[src/rtl/mbox_cmd_pkg.sv]
package mbox_cmd_pkg;

  // mailbox word select on the master port
  localparam logic [1:0] ADDR_RSP = 2'd0;
  localparam logic [1:0] ADDR_PAR = 2'd1;
  localparam logic [1:0] ADDR_MSG = 2'd2;

  // response codes
  localparam logic [7:0] RSP_BUSY      = 8'h00;
  localparam logic [7:0] RSP_OK        = 8'h01;
  localparam logic [7:0] RSP_FAIL      = 8'hFF;
  localparam logic [7:0] RSP_UNKNOWN   = 8'hFE;
  localparam logic [7:0] RSP_NO_PREREQ = 8'hFD;
  localparam logic [7:0] RSP_REJ_BUSY  = 8'hFC;

  // message IDs understood by the remote controller
  localparam logic [7:0] MSG_FW_VERSION   = 8'h02;
  localparam logic [7:0] MSG_DISP_CLK     = 8'h04;
  localparam logic [7:0] MSG_DP_REF_CLK   = 8'h05;
  localparam logic [7:0] MSG_PIPE_CLK     = 8'h06;
  localparam logic [7:0] MSG_FABRIC_MIN   = 8'h07;
  localparam logic [7:0] MSG_SLEEP_MIN    = 8'h08;
  localparam logic [7:0] MSG_FABRIC_QUERY = 8'h0A;
  localparam logic [7:0] MSG_PME_RESTORE  = 8'h0D;
  localparam logic [7:0] MSG_DRAM_HI      = 8'h0E;
  localparam logic [7:0] MSG_DRAM_LO      = 8'h0F;
  localparam logic [7:0] MSG_TBL_OUT      = 8'h10;
  localparam logic [7:0] MSG_TBL_IN       = 8'h11;
  localparam logic [7:0] MSG_IDLE_OPT     = 8'h12;

  typedef enum logic [1:0] {
    CONV_RAW  = 2'd0,
    CONV_KHZ  = 2'd1,
    CONV_IDLE = 2'd2,
    CONV_RSVD = 2'd3
  } conv_mode_e;

  typedef enum logic [3:0] {
    S_IDLE,
    S_PRE_RD,
    S_PRE_WAIT,
    S_CLR_WR,
    S_PAR_WR,
    S_MSG_WR,
    S_POST_RD,
    S_POST_WAIT,
    S_ANS_RD
  } seq_state_e;

endpackage

[src/rtl/mbox_unit_conv.sv]
module mbox_unit_conv
  import mbox_cmd_pkg::*;
#(
  parameter int DW       = 32,
  parameter int FAB_BIT  = 0,
  parameter int REF_BIT  = 1
) (
  input  logic [1:0]    mode_i,
  input  logic [DW-1:0] arg_i,
  output logic [DW-1:0] word_o,
  input  logic [DW-1:0] ans_i,
  output logic [DW-1:0] ans_khz_o
);

  localparam int SW = DW + 1;
  localparam int PW = 2 * DW;

  logic [SW-1:0] khz_sum;
  logic [SW-1:0] mhz_q;
  logic [PW-1:0] khz_prod;
  logic [DW-1:0] idle_word;

  // round up: (kHz + 999) / 1000, widened to keep the carry
  assign khz_sum = {1'b0, arg_i} + SW'(999);
  assign mhz_q   = khz_sum / SW'(1000);

  always_comb begin
    idle_word          = '0;
    idle_word[FAB_BIT] = arg_i[0];
    idle_word[REF_BIT] = arg_i[0];
  end

  always_comb begin
    unique case (conv_mode_e'(mode_i))
      CONV_KHZ:  word_o = mhz_q[DW-1:0];
      CONV_IDLE: word_o = idle_word;
      default:   word_o = arg_i;
    endcase
  end

  assign khz_prod  = {{DW{1'b0}}, ans_i} * PW'(1000);
  assign ans_khz_o = khz_prod[DW-1:0];

endmodule

[src/rtl/mbox_poll_timer.sv]
module mbox_poll_timer #(
  parameter int DELAY_CYC = 1000,
  parameter int RETRY_MAX = 200000
) (
  input  logic clk_i,
  input  logic rst_ni,
  input  logic wait_start_i,
  input  logic retry_clr_i,
  input  logic retry_inc_i,
  output logic expired_o,
  output logic exhausted_o
);

  localparam int DLY   = (DELAY_CYC < 1) ? 1 : DELAY_CYC;
  localparam int DLY_W = $clog2(DLY + 1);
  localparam int RTY_W = $clog2(RETRY_MAX + 2);

  logic [DLY_W-1:0] dly_q;
  logic [RTY_W-1:0] rty_q;

  always_ff @(posedge clk_i or negedge rst_ni) begin
    if (!rst_ni)           dly_q <= '0;
    else if (wait_start_i) dly_q <= DLY_W'(DLY - 1);
    else if (dly_q != '0)  dly_q <= dly_q - 1'b1;
  end

  always_ff @(posedge clk_i or negedge rst_ni) begin
    if (!rst_ni)          rty_q <= '0;
    else if (retry_clr_i) rty_q <= '0;
    else if (retry_inc_i) rty_q <= rty_q + 1'b1;
  end

  assign expired_o   = (dly_q == '0);
  assign exhausted_o = (rty_q == RTY_W'(RETRY_MAX));

endmodule

[src/rtl/mbox_cmd_seq.sv]
module mbox_cmd_seq
  import mbox_cmd_pkg::*;
#(
  parameter int CLK_HZ    = 100_000_000,
  parameter int POLL_US   = 10,
  parameter int RETRY_MAX = 200000,
  parameter int DW        = 32,
  parameter int ID_W      = 8
) (
  input  logic            clk_i,
  input  logic            rst_ni,
  input  logic            start_i,
  input  logic [ID_W-1:0] msg_id_i,
  input  logic [DW-1:0]   param_i,
  input  logic [1:0]      mode_i,
  output logic            busy_o,
  output logic            done_o,
  output logic [7:0]      result_o,
  output logic [DW-1:0]   param_o,
  output logic [DW-1:0]   param_khz_o,
  output logic            timeout_o,
  output logic            error_o,
  output logic            bus_req_o,
  output logic            bus_we_o,
  output logic [1:0]      bus_addr_o,
  output logic [DW-1:0]   bus_wdata_o,
  input  logic [DW-1:0]   bus_rdata_i,
  input  logic            bus_ack_i
);

  localparam int DELAY_CYC = (CLK_HZ / 1_000_000) * POLL_US;

  seq_state_e    state_q;
  logic [ID_W-1:0] msg_q;
  logic [DW-1:0] par_q;
  logic [DW-1:0] ans_q;
  logic [7:0]    res_q;
  logic          done_q, to_q, err_q;

  logic [DW-1:0] fmt_word;
  logic          rsp_nz, is_poll, is_wait;
  logic          wait_start, retry_clr, retry_inc;
  logic          expired, exhausted;

  mbox_unit_conv #(.DW(DW)) u_conv (
    .mode_i    (mode_i),
    .arg_i     (param_i),
    .word_o    (fmt_word),
    .ans_i     (ans_q),
    .ans_khz_o (param_khz_o)
  );

  mbox_poll_timer #(.DELAY_CYC(DELAY_CYC), .RETRY_MAX(RETRY_MAX)) u_timer (
    .clk_i        (clk_i),
    .rst_ni       (rst_ni),
    .wait_start_i (wait_start),
    .retry_clr_i  (retry_clr),
    .retry_inc_i  (retry_inc),
    .expired_o    (expired),
    .exhausted_o  (exhausted)
  );

  assign rsp_nz  = (bus_rdata_i != '0);
  assign is_poll = (state_q == S_PRE_RD) || (state_q == S_POST_RD);
  assign is_wait = (state_q == S_PRE_WAIT) || (state_q == S_POST_WAIT);

  assign wait_start = is_poll && bus_ack_i && !rsp_nz && !exhausted;
  assign retry_inc  = is_wait && expired;
  assign retry_clr  = ((state_q == S_IDLE) && start_i) ||
                      ((state_q == S_MSG_WR) && bus_ack_i);

  // master port is a pure decode of the state; held until ack
  always_comb begin
    bus_req_o   = 1'b1;
    bus_we_o    = 1'b0;
    bus_addr_o  = ADDR_RSP;
    bus_wdata_o = '0;
    unique case (state_q)
      S_PRE_RD, S_POST_RD: ;
      S_CLR_WR: bus_we_o = 1'b1;
      S_PAR_WR: begin
        bus_we_o    = 1'b1;
        bus_addr_o  = ADDR_PAR;
        bus_wdata_o = par_q;
      end
      S_MSG_WR: begin
        bus_we_o    = 1'b1;
        bus_addr_o  = ADDR_MSG;
        bus_wdata_o = DW'(msg_q);
      end
      S_ANS_RD: bus_addr_o = ADDR_PAR;
      default:  bus_req_o = 1'b0;
    endcase
  end

  always_ff @(posedge clk_i or negedge rst_ni) begin
    if (!rst_ni) begin
      state_q <= S_IDLE;
      msg_q   <= '0;
      par_q   <= '0;
      ans_q   <= '0;
      res_q   <= '0;
      done_q  <= 1'b0;
      to_q    <= 1'b0;
      err_q   <= 1'b0;
    end else begin
      done_q <= 1'b0;
      unique case (state_q)
        S_IDLE: if (start_i) begin
          msg_q   <= msg_id_i;
          par_q   <= fmt_word;
          ans_q   <= '0;
          res_q   <= '0;
          to_q    <= 1'b0;
          err_q   <= 1'b0;
          state_q <= S_PRE_RD;
        end
        S_PRE_RD: if (bus_ack_i) begin
          if (rsp_nz)         state_q <= S_CLR_WR;
          else if (exhausted) begin
            res_q   <= RSP_BUSY;
            to_q    <= 1'b1;
            err_q   <= 1'b1;
            done_q  <= 1'b1;
            state_q <= S_IDLE;
          end else            state_q <= S_PRE_WAIT;
        end
        S_PRE_WAIT: if (expired) state_q <= S_PRE_RD;
        S_CLR_WR:   if (bus_ack_i) state_q <= S_PAR_WR;
        S_PAR_WR:   if (bus_ack_i) state_q <= S_MSG_WR;
        S_MSG_WR:   if (bus_ack_i) state_q <= S_POST_RD;
        S_POST_RD: if (bus_ack_i) begin
          if (rsp_nz) begin
            res_q   <= bus_rdata_i[7:0];
            err_q   <= (bus_rdata_i != DW'(RSP_OK));
            state_q <= S_ANS_RD;
          end else if (exhausted) begin
            res_q   <= RSP_BUSY;
            to_q    <= 1'b1;
            err_q   <= 1'b1;
            done_q  <= 1'b1;
            state_q <= S_IDLE;
          end else   state_q <= S_POST_WAIT;
        end
        S_POST_WAIT: if (expired) state_q <= S_POST_RD;
        S_ANS_RD: if (bus_ack_i) begin
          ans_q   <= bus_rdata_i;
          done_q  <= 1'b1;
          state_q <= S_IDLE;
        end
        default: state_q <= S_IDLE;
      endcase
    end
  end

  assign busy_o    = (state_q != S_IDLE);
  assign done_o    = done_q;
  assign result_o  = res_q;
  assign param_o   = ans_q;
  assign timeout_o = to_q;
  assign error_o   = err_q;

endmodule

[config.mk]
export PLATFORM = sky130hd
export DESIGN_NAME = mbox_cmd_seq
export DESIGN_NICKNAME = d
export VERILOG_FILES = /design/src/rtl/mbox_cmd_pkg.sv /design/src/rtl/mbox_unit_conv.sv /design/src/rtl/mbox_poll_timer.sv /design/src/rtl/mbox_cmd_seq.sv
export SDC_FILE = /design/constraint.sdc
export NUM_CORES = 1
export LEC_CHECK = 0
export BUFFER_PORTS_ARGS = -buffer_cell sky130_fd_sc_hd__buf_2
export CORE_UTILIZATION = 62
export CTS_CLUSTER_SIZE = 40
export DETAILED_ROUTE_END_ITERATION = 8
export PLACE_DENSITY_LB_ADDON = 0.12
export RECOVER_POWER = 100
export SYNTH_ARGS = -nofsm -noshare
export SYNTH_HDL_FRONTEND = slang
export SYNTH_SLANG_ARGS = --single-unit
[constraint.sdc]
create_clock -name clk_i -period 9 [get_ports clk_i]
set_input_delay 1.8 -clock clk_i [delete_from_list [all_inputs] [get_ports clk_i]]
set_output_delay 1.8 -clock clk_i [all_outputs]
set_load 0.005 [all_outputs]
==> run metrics, run 1 <==
DP Wirelength=51,390 microns; initial core utilization=63.20%; leading post-synthesis cells by cell area=dfrtp_1, fa_1, nand2_1; Mapped Avg Cell Area=8.111 sq um; Async SR Flop Fraction=100.0%; global router's overall resource usage=94.90%; Synth area leader=dfrtp_1; top post-synthesis cells by count=nand2_1, nor2_1, dfrtp_1; Failed at=global routing; Sink Count=115; synth warn=0; share of the synthesized area in the top cell type=16.89%; clock root buffer=clkbuf_16; Boundary Pins=190; synthesized flop and latch total=115; GRT Residual Overflow=899; die width=167.8 microns; largest net degree at the start of global routing=71; Netlist Area Pre-Place=17,030 sq um; CTS max path bufs=2; post-synthesis compound-gate area fraction=27.23%; gpl congestion=0.9594; post-synthesis xor/xnor area fraction=8.006%; register area share after synthesis=16.89%; largest family of logic cells by synthesized area=compound AO/OA/AOI/OAI gates; Err=[ERROR GRT-0232] Routing congestion too high. Check the congestion heatmap in the GUI.; die height=167.8 microns; Synth Area in Simple Gates=25.14%; H-tree depth=4; count leader, synth=nand2_1; Cells after Synth=2,100; row count=60; Hold Buf Count CTS=0; I/O Buffers=186; Post-synth EDFFs=0; Yosys cell types=137; Post-Synth Adder-Cell Area=15.50%; TritonCTS buffer count=17; mux cell area share after synthesis=3.239%; Post-synth top flop=dfrtp_1; status=aborted with a tool error
metrics by stage:
stage	hold slack (ps)	std cells	area (sq um)	setup slack, ps
global placement	443.3	3087	22770	-7707
detailed placement	454.4	3087	22770	-8359
CTS	487.4	3190	24890	-7410
floorplan	430.4	2102	17690	-7502
per-layer routing:
metal | GRT usage [%] | GRT overflow
met1 | 89.56 | 26
met2 | 108.9 | 553
met3 | 83.81 | 31
met4 | 105.3 | 287
met5 | 57.91 | 2
logic make-up after synthesis:
family,Yosys count
fa+ha+maj,157
other cells,1
buf+inv,155
xor+xnor,151
flops,115
compound gates,612
simple gates,858
mux,51
what timing repair did:
action	4_1_cts
cloned	1
pin swaps	119
endpoints found under the setup margin	22
buffers inserted	75
gates resized for setup	187
hold endpoints to repair	0
==> run 2, diff against run 1 <==
CORE_UTILIZATION = 40   (was 62)
CTS_CLUSTER_SIZE = unset   (was 40)
PLACE_DENSITY_LB_ADDON = 0.15   (was 0.12)
==> run metrics, run 2 <==
status=finished, violations left; failing checks=capacitance limit, slew limit, setup timing; Crit Path Category=primary input to flip-flop; synthesized flop and latch total=115; wire per inst=18.24 microns; R2R setup slack=4320 ps; pre-CTS WS=-8633 ps; global router's overall resource usage=28.28%; r2r worst-path depth=5; worst hold stages=2; initial core utilization=40.61%; leading post-synthesis cells by cell area=dfrtp_1, fa_1, nand2_1; Hold WC Path Type=flip-flop to flip-flop; fill count=3,728; register area share after synthesis=16.89%; WL final=62,380 microns; CTS max path bufs=2; vias in the first global route=19,260; first-pass GRT wire length=100,200 microns; row count=75; CP dominant cell by count=buf_4; gpl congestion=0.9131; R2R Path End=u_timer.rty_q[1]; share of the synthesized area in the top cell type=16.89%; largest net degree at the start of global routing=68; Final Skew=9.625 ps; WHS Endpoint=par_q[29]; synth warn=0; CTS tree=yes; commonest non-fill, non-tap cell in the layout=buf_4; commonest cells after routing, fill and taps aside=buf_4, nand2_1, nor2_1, buf_2, dfrtp_1; Slew Viols, Final=265; worst skew pair latency=450 ps; count leader, synth=nand2_1; RR Startpoint=state_q[0]; TritonCTS buffer count=17; Hold Buf Count CTS=0; Iteration-0 DRC Markers=1,105; Critical Path AT=17,200 ps; post-route setup slack=-7823 ps; Boundary Pins=190; Post-synth EDFFs=0; die height=208.4 microns; Final min period=16,820 ps; Rel. slew slack=-148.8%; met1 Usage GRT=37.11%; Worst-path clk slew=60 ps; die width=208.4 microns; Netlist Area Pre-Place=17,030 sq um; RSZ-0062 raised after global routing=true; HP Start=par_q[29]; Yosys cell types=137; Cells after Synth=2,100; Async SR Flop Fraction=100.0%; grt peak-use layer=met2; top post-synthesis cells by count=nand2_1, nor2_1, dfrtp_1; vias=19,460; worst-path maximum fanout=7; DR vias/cell=5.690; Worst Tran Pin Value=3731 ps; # setup viols final=16; Critical-path top delay cell=a2111o_1; Mapped Avg Cell Area=8.111 sq um; Post-synth top flop=dfrtp_1; CP startpoint kind=primary input; layout cell share with drive strength beyond 1=38.66%; fin crit share=186.9%; final hold vios=0; DP Wirelength=48,520 microns; nets=3,090; area grow syn2layout=48.52%; die area=43,410 sq um; Max Clk Rate=0.05944 GHz; area of the core=41,950 sq um; H-tree depth=4; met3 Usage GRT=3.577%; initial antenna violation count=11; Max Cap Viol=5; # DRC=0; CP required=9370 ps; GRT Residual Overflow=0; number of iterations in the first detailed-routing pass=5; met2 Usage GRT=48.71%; peak per-stage delay on the critical path=560 ps; clock root buffer=clkbuf_16; Synth area leader=dfrtp_1; I/O Buffers=186; Critical Path End Type=flip-flop; Sink Count=115; post-route antenna net violation count=0; setup total negative slack=-63,200 ps
==> run 2: cell counts after synthesis <==
No cell type changed its count.
==> run 2: cell type report <==
| type | count | area, sq um | share of cell area [%] |
|---|---|---|---|
| clock inverter | 11 | 151.4 | 0.5984 |
| tap | 539 | 674.4 | 2.666 |
| multi-input combinational | 1832 | 14920 | 58.97 |
| sequential | 115 | 2878 | 11.38 |
| timing repair buffer | 832 | 5947 | 23.51 |
| antenna | 10 | 25.02 | 0.09892 |
| inverter | 60 | 232.7 | 0.9199 |
| clock buffer | 21 | 470.5 | 1.860 |
==> run 2: per-stage QoR <==
stage	util [%]	instances	hold WS (ps)	instance area [sq um]
6_report	60.31	3420	458.9	25300
5_1_grt	60.27	3414	490.1	25280
4_1_cts	58.90	3381	463.6	24710
3_5_place_dp	55.16	3299	450.7	23140
3_3_place_gp	55.16	3299	445.7	23140
2_1_floorplan	-	2102	430.4	17690
==> run 2: worst max-delay path by stage <==
stage               startpoint  endpoint  slack, ps  cells after the start
floorplan           param_i[5]  par_q[0]      -7500                     62
global placement    param_i[1]  par_q[0]      -8260                     63
detailed placement  param_i[1]  par_q[0]      -8630                     65
CTS                 param_i[1]  par_q[0]      -7560                     63
global route        param_i[4]  par_q[0]      -8370                     67
finish              param_i[0]  par_q[1]      -7820                     69
==> run 2: metal layers <==
metal / vias to the layer above / wire length (microns)
met4: 2 / 1311
met5: - / 11
li1: 9327 / -
met2: 520 / 30540
met1: 9518 / 27460
met3: 92 / 3064
==> run 2: cells by family (layout without fill, tap and decap cells) <==
| family | Yosys count | count (layout) | share of synthesized area, % |
|---|---|---|---|
| simple gates | 858 | 858 | 25.14 |
| compound gates | 612 | 612 | 27.23 |
| flops | 115 | 115 | 16.89 |
| xor+xnor | 151 | 151 | 8.007 |
| mux | 51 | 51 | 3.239 |
| fa+ha+maj | 157 | 157 | 15.50 |
| buf+inv | 155 | 924 | 3.967 |
| other cells | 1 | 13 | 0.02202 |
==> run 2: what timing repair did <==
action,in CTS,in global routing
endpoints found under the setup margin,17,19
setup buffers,54,31
gates resized for setup,112,101
pin swaps,59,50
==> run 2: critical path, delay by kind of cell <==
| family | cells | cell delay [ps] |
|---|---|---|
| compound gates | 29 | 6860 |
| simple gates | 19 | 4080 |
| mux | 6 | 2090 |
| buf+inv | 13 | 1860 |
| xor+xnor | 2 | 450 |
Power of run 2 is not shown: default switching activity piles up to over one toggle a cycle in this logic, so the estimate is an artifact.
